[src/rtl/btm_pkg.sv]
package btm_pkg;
  // One synchronizer slot: the reset pin and the two strap pins
  typedef struct packed {
    logic rel_n;
    logic frame_n;
    logic dat0;
  } strap_t;

  localparam strap_t STRAP_IDLE = '{rel_n: 1'b0, frame_n: 1'b1, dat0: 1'b1};
endpackage

[src/rtl/btm_strap_latch.sv]
module btm_strap_latch
  import btm_pkg::*;
#(
  parameter int SYNC_STAGES = 2
) (
  input  logic clk,
  input  logic rst,
  input  logic sys_rst_n,
  input  logic strap_frame_n,
  input  logic strap_dat0,
  output logic test_mode,
  output logic rel_pulse,
  output logic frame_s,
  output logic dat0_s
);
  localparam int LAST = SYNC_STAGES - 1;

  strap_t sync_q [SYNC_STAGES];
  logic   rel_prev_q;

  always_ff @(posedge clk) begin
    if (rst) begin
      for (int i = 0; i < SYNC_STAGES; i++) sync_q[i] <= STRAP_IDLE;
    end else begin
      sync_q[0] <= '{rel_n: sys_rst_n, frame_n: strap_frame_n, dat0: strap_dat0};
      for (int i = 1; i < SYNC_STAGES; i++) sync_q[i] <= sync_q[i-1];
    end
  end

  assign rel_pulse = sync_q[LAST].rel_n & ~rel_prev_q;
  assign frame_s   = sync_q[LAST].frame_n;
  assign dat0_s    = sync_q[LAST].dat0;

  always_ff @(posedge clk) begin
    if (rst) begin
      rel_prev_q <= 1'b0;
      test_mode  <= 1'b0;
    end else begin
      rel_prev_q <= sync_q[LAST].rel_n;
      if (rel_pulse) test_mode <= ~frame_s & ~dat0_s;
    end
  end
endmodule

[src/rtl/btm_xnor_chain.sv]
module btm_xnor_chain #(
  parameter int N_PADS = 8
) (
  input  logic              clk,
  input  logic              rst,
  input  logic [N_PADS-1:0] din,
  output logic              chain_q
);
  logic [N_PADS-1:0] stage;

  assign stage[0] = din[0];
  for (genvar g = 1; g < N_PADS; g++) begin : g_link
    assign stage[g] = ~(din[g] ^ stage[g-1]);
  end

  always_ff @(posedge clk) begin
    if (rst) chain_q <= 1'b0;
    else     chain_q <= stage[N_PADS-1];
  end
endmodule

[src/rtl/btm_pad_gate.sv]
module btm_pad_gate (
  input  logic test_mode,
  input  logic core_out,
  input  logic core_oe,
  input  logic pad_in,
  output logic core_in,
  output logic pad_out,
  output logic pad_oe
);
  always_comb begin
    if (test_mode) begin
      pad_out = 1'b0;
      pad_oe  = 1'b0;
      core_in = 1'b0;
    end else begin
      pad_out = core_out;
      pad_oe  = core_oe;
      core_in = pad_in;
    end
  end
endmodule

[src/rtl/btm_xnor_ctrl.sv]
module btm_xnor_ctrl #(
  parameter int N_PADS      = 8,
  parameter int SYNC_STAGES = 2
) (
  input  logic              clk,
  input  logic              rst,
  input  logic              sys_rst_n,
  input  logic              strap_frame_n,
  input  logic              strap_dat0,
  input  logic [N_PADS-1:0] core_out,
  input  logic [N_PADS-1:0] core_oe,
  output logic [N_PADS-1:0] core_in,
  output logic [N_PADS-1:0] pad_out,
  output logic [N_PADS-1:0] pad_oe,
  input  logic [N_PADS-1:0] pad_in,
  input  logic              gp_core_out,
  input  logic              gp_core_oe,
  output logic              gp_core_in,
  output logic              gp_pad_out,
  output logic              gp_pad_oe,
  input  logic              gp_pad_in
);
  logic test_mode;
  logic rel_pulse;
  logic frame_s;
  logic dat0_s;
  logic chain_q;

  btm_strap_latch #(.SYNC_STAGES(SYNC_STAGES)) u_strap (
    .clk          (clk),
    .rst          (rst),
    .sys_rst_n    (sys_rst_n),
    .strap_frame_n(strap_frame_n),
    .strap_dat0   (strap_dat0),
    .test_mode    (test_mode),
    .rel_pulse    (rel_pulse),
    .frame_s      (frame_s),
    .dat0_s       (dat0_s)
  );

  btm_xnor_chain #(.N_PADS(N_PADS)) u_chain (
    .clk    (clk),
    .rst    (rst),
    .din    (pad_in),
    .chain_q(chain_q)
  );

  for (genvar p = 0; p < N_PADS; p++) begin : g_pad
    btm_pad_gate u_gate (
      .test_mode(test_mode),
      .core_out (core_out[p]),
      .core_oe  (core_oe[p]),
      .pad_in   (pad_in[p]),
      .core_in  (core_in[p]),
      .pad_out  (pad_out[p]),
      .pad_oe   (pad_oe[p])
    );
  end

  // Shared pad: taken over as the chain result driver in test mode
  always_comb begin
    if (test_mode) begin
      gp_pad_out = chain_q;
      gp_pad_oe  = 1'b1;
      gp_core_in = 1'b0;
    end else begin
      gp_pad_out = gp_core_out;
      gp_pad_oe  = gp_core_oe;
      gp_core_in = gp_pad_in;
    end
  end
endmodule

[config.mk]
export PLATFORM = sky130hd
export DESIGN_NAME = btm_xnor_ctrl
export DESIGN_NICKNAME = d
export VERILOG_FILES = /design/src/rtl/btm_pkg.sv /design/src/rtl/btm_strap_latch.sv /design/src/rtl/btm_xnor_chain.sv /design/src/rtl/btm_pad_gate.sv /design/src/rtl/btm_xnor_ctrl.sv
export SDC_FILE = /design/constraint.sdc
export NUM_CORES = 1
export LEC_CHECK = 0
export BUFFER_PORTS_ARGS = -buffer_cell sky130_fd_sc_hd__clkbuf_2
export CELL_PAD_IN_SITES_DETAIL_PLACEMENT = 0
export CELL_PAD_IN_SITES_GLOBAL_PLACEMENT = 1
export CORE_MARGIN = 5
export CORE_UTILIZATION = 24
export DETAILED_ROUTE_END_ITERATION = 16
export PLACE_DENSITY = 0.84
export SLEW_MARGIN = 10
export SYNTH_ARGS = -nofsm -noshare
export SYNTH_HDL_FRONTEND = slang
export SYNTH_SLANG_ARGS = --single-unit
[constraint.sdc]
create_clock -name clk -period 1.9 [get_ports clk]
set_clock_uncertainty 0.05 [all_clocks]
set_input_delay 0.475 -clock clk [delete_from_list [all_inputs] [get_ports clk]]
set_output_delay 0.475 -clock clk [all_outputs]
set_load 0.01 [all_outputs]
==> run_results.csv <==
group,metric,value,unit
layout,areaGrowthSynthToFinish,25.55,%
sta,final_hold_viol_count,0,
hold_path,min_to,"u_strap.sync_q[0][0]$_SDFF_PP1_",
logic_synthesis,synth_area_leaders,"dfxtp_1 26%, buf_4 26%, nor2b_1 20%",
clock_tree,cts_sinks,9,
setup_path,crit_path_start_kind,"register",
clock_tree,clockRootBuffer,"clkbuf_4",
pwr,swShare,25.30,%
setup_path,worstPathRequired,1370,ps
logic_synthesis,yosysMostFrequentCell,"buf_4",
sta,period_needed,1756,ps
sta,fin_crit_sh,92.44,%
place,portBuffers,58,
setup_path,crit_start,"u_strap.test_mode$_SDFFE_PP0P_",
hold_path,min_path_cells,2,
pwr,clkPwrFrac,29.4,%
setup_path,crit_type,"register to primary output",
detailed_routing,via_count,569,
logic_synthesis,yosysTopAreaCell,"dfxtp_1",
clock_tree,clock_latency,250,ps
layout,nFillCells,292,
pwr,p_int,0.0003574,W
logic_synthesis,syn_avg_cell_area,8.301,µm²
clock_tree,cts_tree,"done",
logic_synthesis,synth-main-ff-cell,"dfxtp_1",
detailed_routing,wl,1.386,mm
die,core,0.002734,mm²
detailed_routing,firstDrtPassIters,2,
setup_path,crit_path_max_fanout,21,
setup_path,worst_ep_arrival_time,1230,ps
logic_synthesis,synth_top_cells_by_count,"24 x buf_4, 22 x nor2b_1, 9 x dfxtp_1",
setup_path,endpoint_kind,"primary output",
die,core.rowCount,19,
place,gp_congestion,0.6500,
detailed_routing,drc,0,
setup_path,timing.rr.start,"u_strap.sync_q[0][5]$_SDFF_PP0_",
detailed_routing,ant_nets,0,
detailed_routing,vias_per_cell,3.819,
grt,antenna_found_initial,0,
die,die_h,63.26,µm
hold_path,hp-class,"input pin to register",
sta,rsz0062_at_grt,"false",
pwr,leakagePower,0.4546,nW
place,hpwl,1.236,mm
logic_synthesis,ys_warn_count,0,
clock_tree,clkTransAtPathRegs,60,ps
grt,grt_pass1_vias,561,
pwr,ir_worst_vdd,0.0003900,V
sta,tns,0,ps
pwr,powerDensity,559.9,mW/mm²
sta,worst_pin_slew,231.1,ps
grt,grt_max_degree,22,
grt,grt_usage,7.532,%
grt,grt_overflow_total,0,
grt,grt_pass1_wl,2.421,mm
clock_tree,cts_buffers,3,
die,start_util,24.90,%
outcome,status,"finished, final reports clean",
clock_tree,hold_buffers,0,
layout,insertedDiodeCount,0,
logic_synthesis,synth-edff-count,0,
logic_synthesis,synthArstFlopShare,0,%
layout,stdcell_count,149,
hold_path,min_from,"strap_dat0",
die,fp.dieW,63.26,µm
flow_run,maxCapViolations,0,
pwr,p_sw,0.0001210,W
place,placedCellCount,145,
pwr,combPwrFrac,28.3,%
detailed_routing,drtIter0Drc,7,
logic_synthesis,yosysSeqAreaShare,26.47,%
setup_path,reg2reg_slack,780,ps
clock_tree,htreeDepth,1,
logic_synthesis,netlist.area_leader.share,26.47,%
sta,setup_viol,0,
clock_tree,cts.path.max_buffers,2,
logic_synthesis,synth_seq_cells,9,
layout,drive_above_1_share,57.63,%
logic_synthesis,synth.distinct_cells,15,
sta,finalMaxSlewViolations,0,
detailed_routing,wl_per_cell,9.302,µm
die,ios,59,
layout,nets,151,
die,die_area,0.004001,mm²
logic_synthesis,synth_area,680.7,µm²
pwr,power_frac_seq,42.4,%
sta,fmax,569.3,MHz
logic_synthesis,syn-num-nets,114,
sta,slew_headroom,84.57,%
setup_path,reg2reg_to,"u_strap.test_mode$_SDFFE_PP0P_",
setup_path,r2r_cells,3,
logic_synthesis,syn-instance-count,82,
==> power by group through the flow <==
stage | logic (W) | registers (W) | clock network (W)
2_1_floorplan | 0.000107 | 0.000206 | 0
3_3_place_gp | 0.000137 | 0.000207 | 0
3_5_place_dp | 0.000138 | 0.000207 | 0
4_1_cts | 0.000138 | 0.000203 | 0.000149
5_1_grt | 0.000151 | 0.000203 | 0.000167
6_report | 0.000135 | 0.000203 | 0.000141
==> cell families (layout without fill, tap and decap cells) <==
group,count (synthesis),after routing,share of synthesized area (%)
AND/OR/NAND/NOR,35,35,32.54
buffers and inverters,28,64,28.86
flip-flops,9,9,26.47
XOR/XNOR,7,7,9.008
AO/OA/AOI/OAI,2,2,1.469
multiplexers,1,1,1.654
==> worst max-delay path: stages, from the launching register on <==
cell and delay, ps:
dfxtp_1 440, buf_6 210, and2b_1 200, clkbuf_2 120
==> per-stage QoR <==
stage | hold WS (ps) | utilization, % | power, W | cell area (µm²) | worst slack [ps]
4_1_cts | 342.3 | 31.12 | 0.0004901 | 850.8 | 60.98
5_1_grt | 327.7 | 31.26 | 0.0005216 | 854.6 | 6.484
3_5_place_dp | 348.3 | 30.16 | 0.0003446 | 824.5 | 346.7
2_1_floorplan | 339.5 | - | 0.0003126 | 680.7 | 344.2
6_report | 350.9 | 31.26 | 0.0004785 | 854.6 | 143.6
3_3_place_gp | 342.1 | 30.16 | 0.0003435 | 824.5 | 384.9
==> placed cells by master (no fill, tap or decap) <==
cell       n
clkbuf_1   1
dfxtp_1    9
inv_1      1
nor2b_1   22
or2_2      5
buf_6      1
o21ai_0    1
xor2_1     1
and2b_1    5
nor2_1     2
mux2_2     1
xnor2_1    6
or4_1      1
a21oi_1    1
clkbuf_2  58
clkbuf_4   3
==> registers in the layout (all words and copies together) (netlist names) <==
register / cells
u_chain.chain_q: 1
u_strap.sync_q: 6
u_strap.test_mode: 1
u_strap.rel_prev_q: 1
==> layout make-up <==
class / instances / area [µm²] / area share (%)
tap: 31 / 38.79 / 4.539
multi-input combinational: 45 / 304.0 / 35.58
clock buffer: 4 / 26.28 / 3.075
timing repair buffer: 59 / 301.5 / 35.29
sequential: 9 / 180.2 / 21.08
inverter: 1 / 3.754 / 0.4392
==> worst max-delay path by stage <==
stage | endpoint | slack [ps] | depth (start not counted)
after detailed placement | pad_oe[0] | 350 | 3
after global placement | core_in[4] | 380 | 3
after CTS | pad_oe[0] | 60 | 3
after global routing | pad_oe[0] | 6 | 3
after floorplan | core_in[4] | 340 | 4
final | pad_oe[0] | 140 | 3
==> metal layers <==
metal	track usage, %	wire length [µm]
met3	3.730	172
met2	13.72	756
met4	3.117	0
met1	7.059	457
met5	0	0
==> what timing repair did <==
action	in CTS	in global routing
setup buffers	0	0
resized for setup	0	1
setup endpoints to repair	0	3
(Power assumes the default switching activity.)
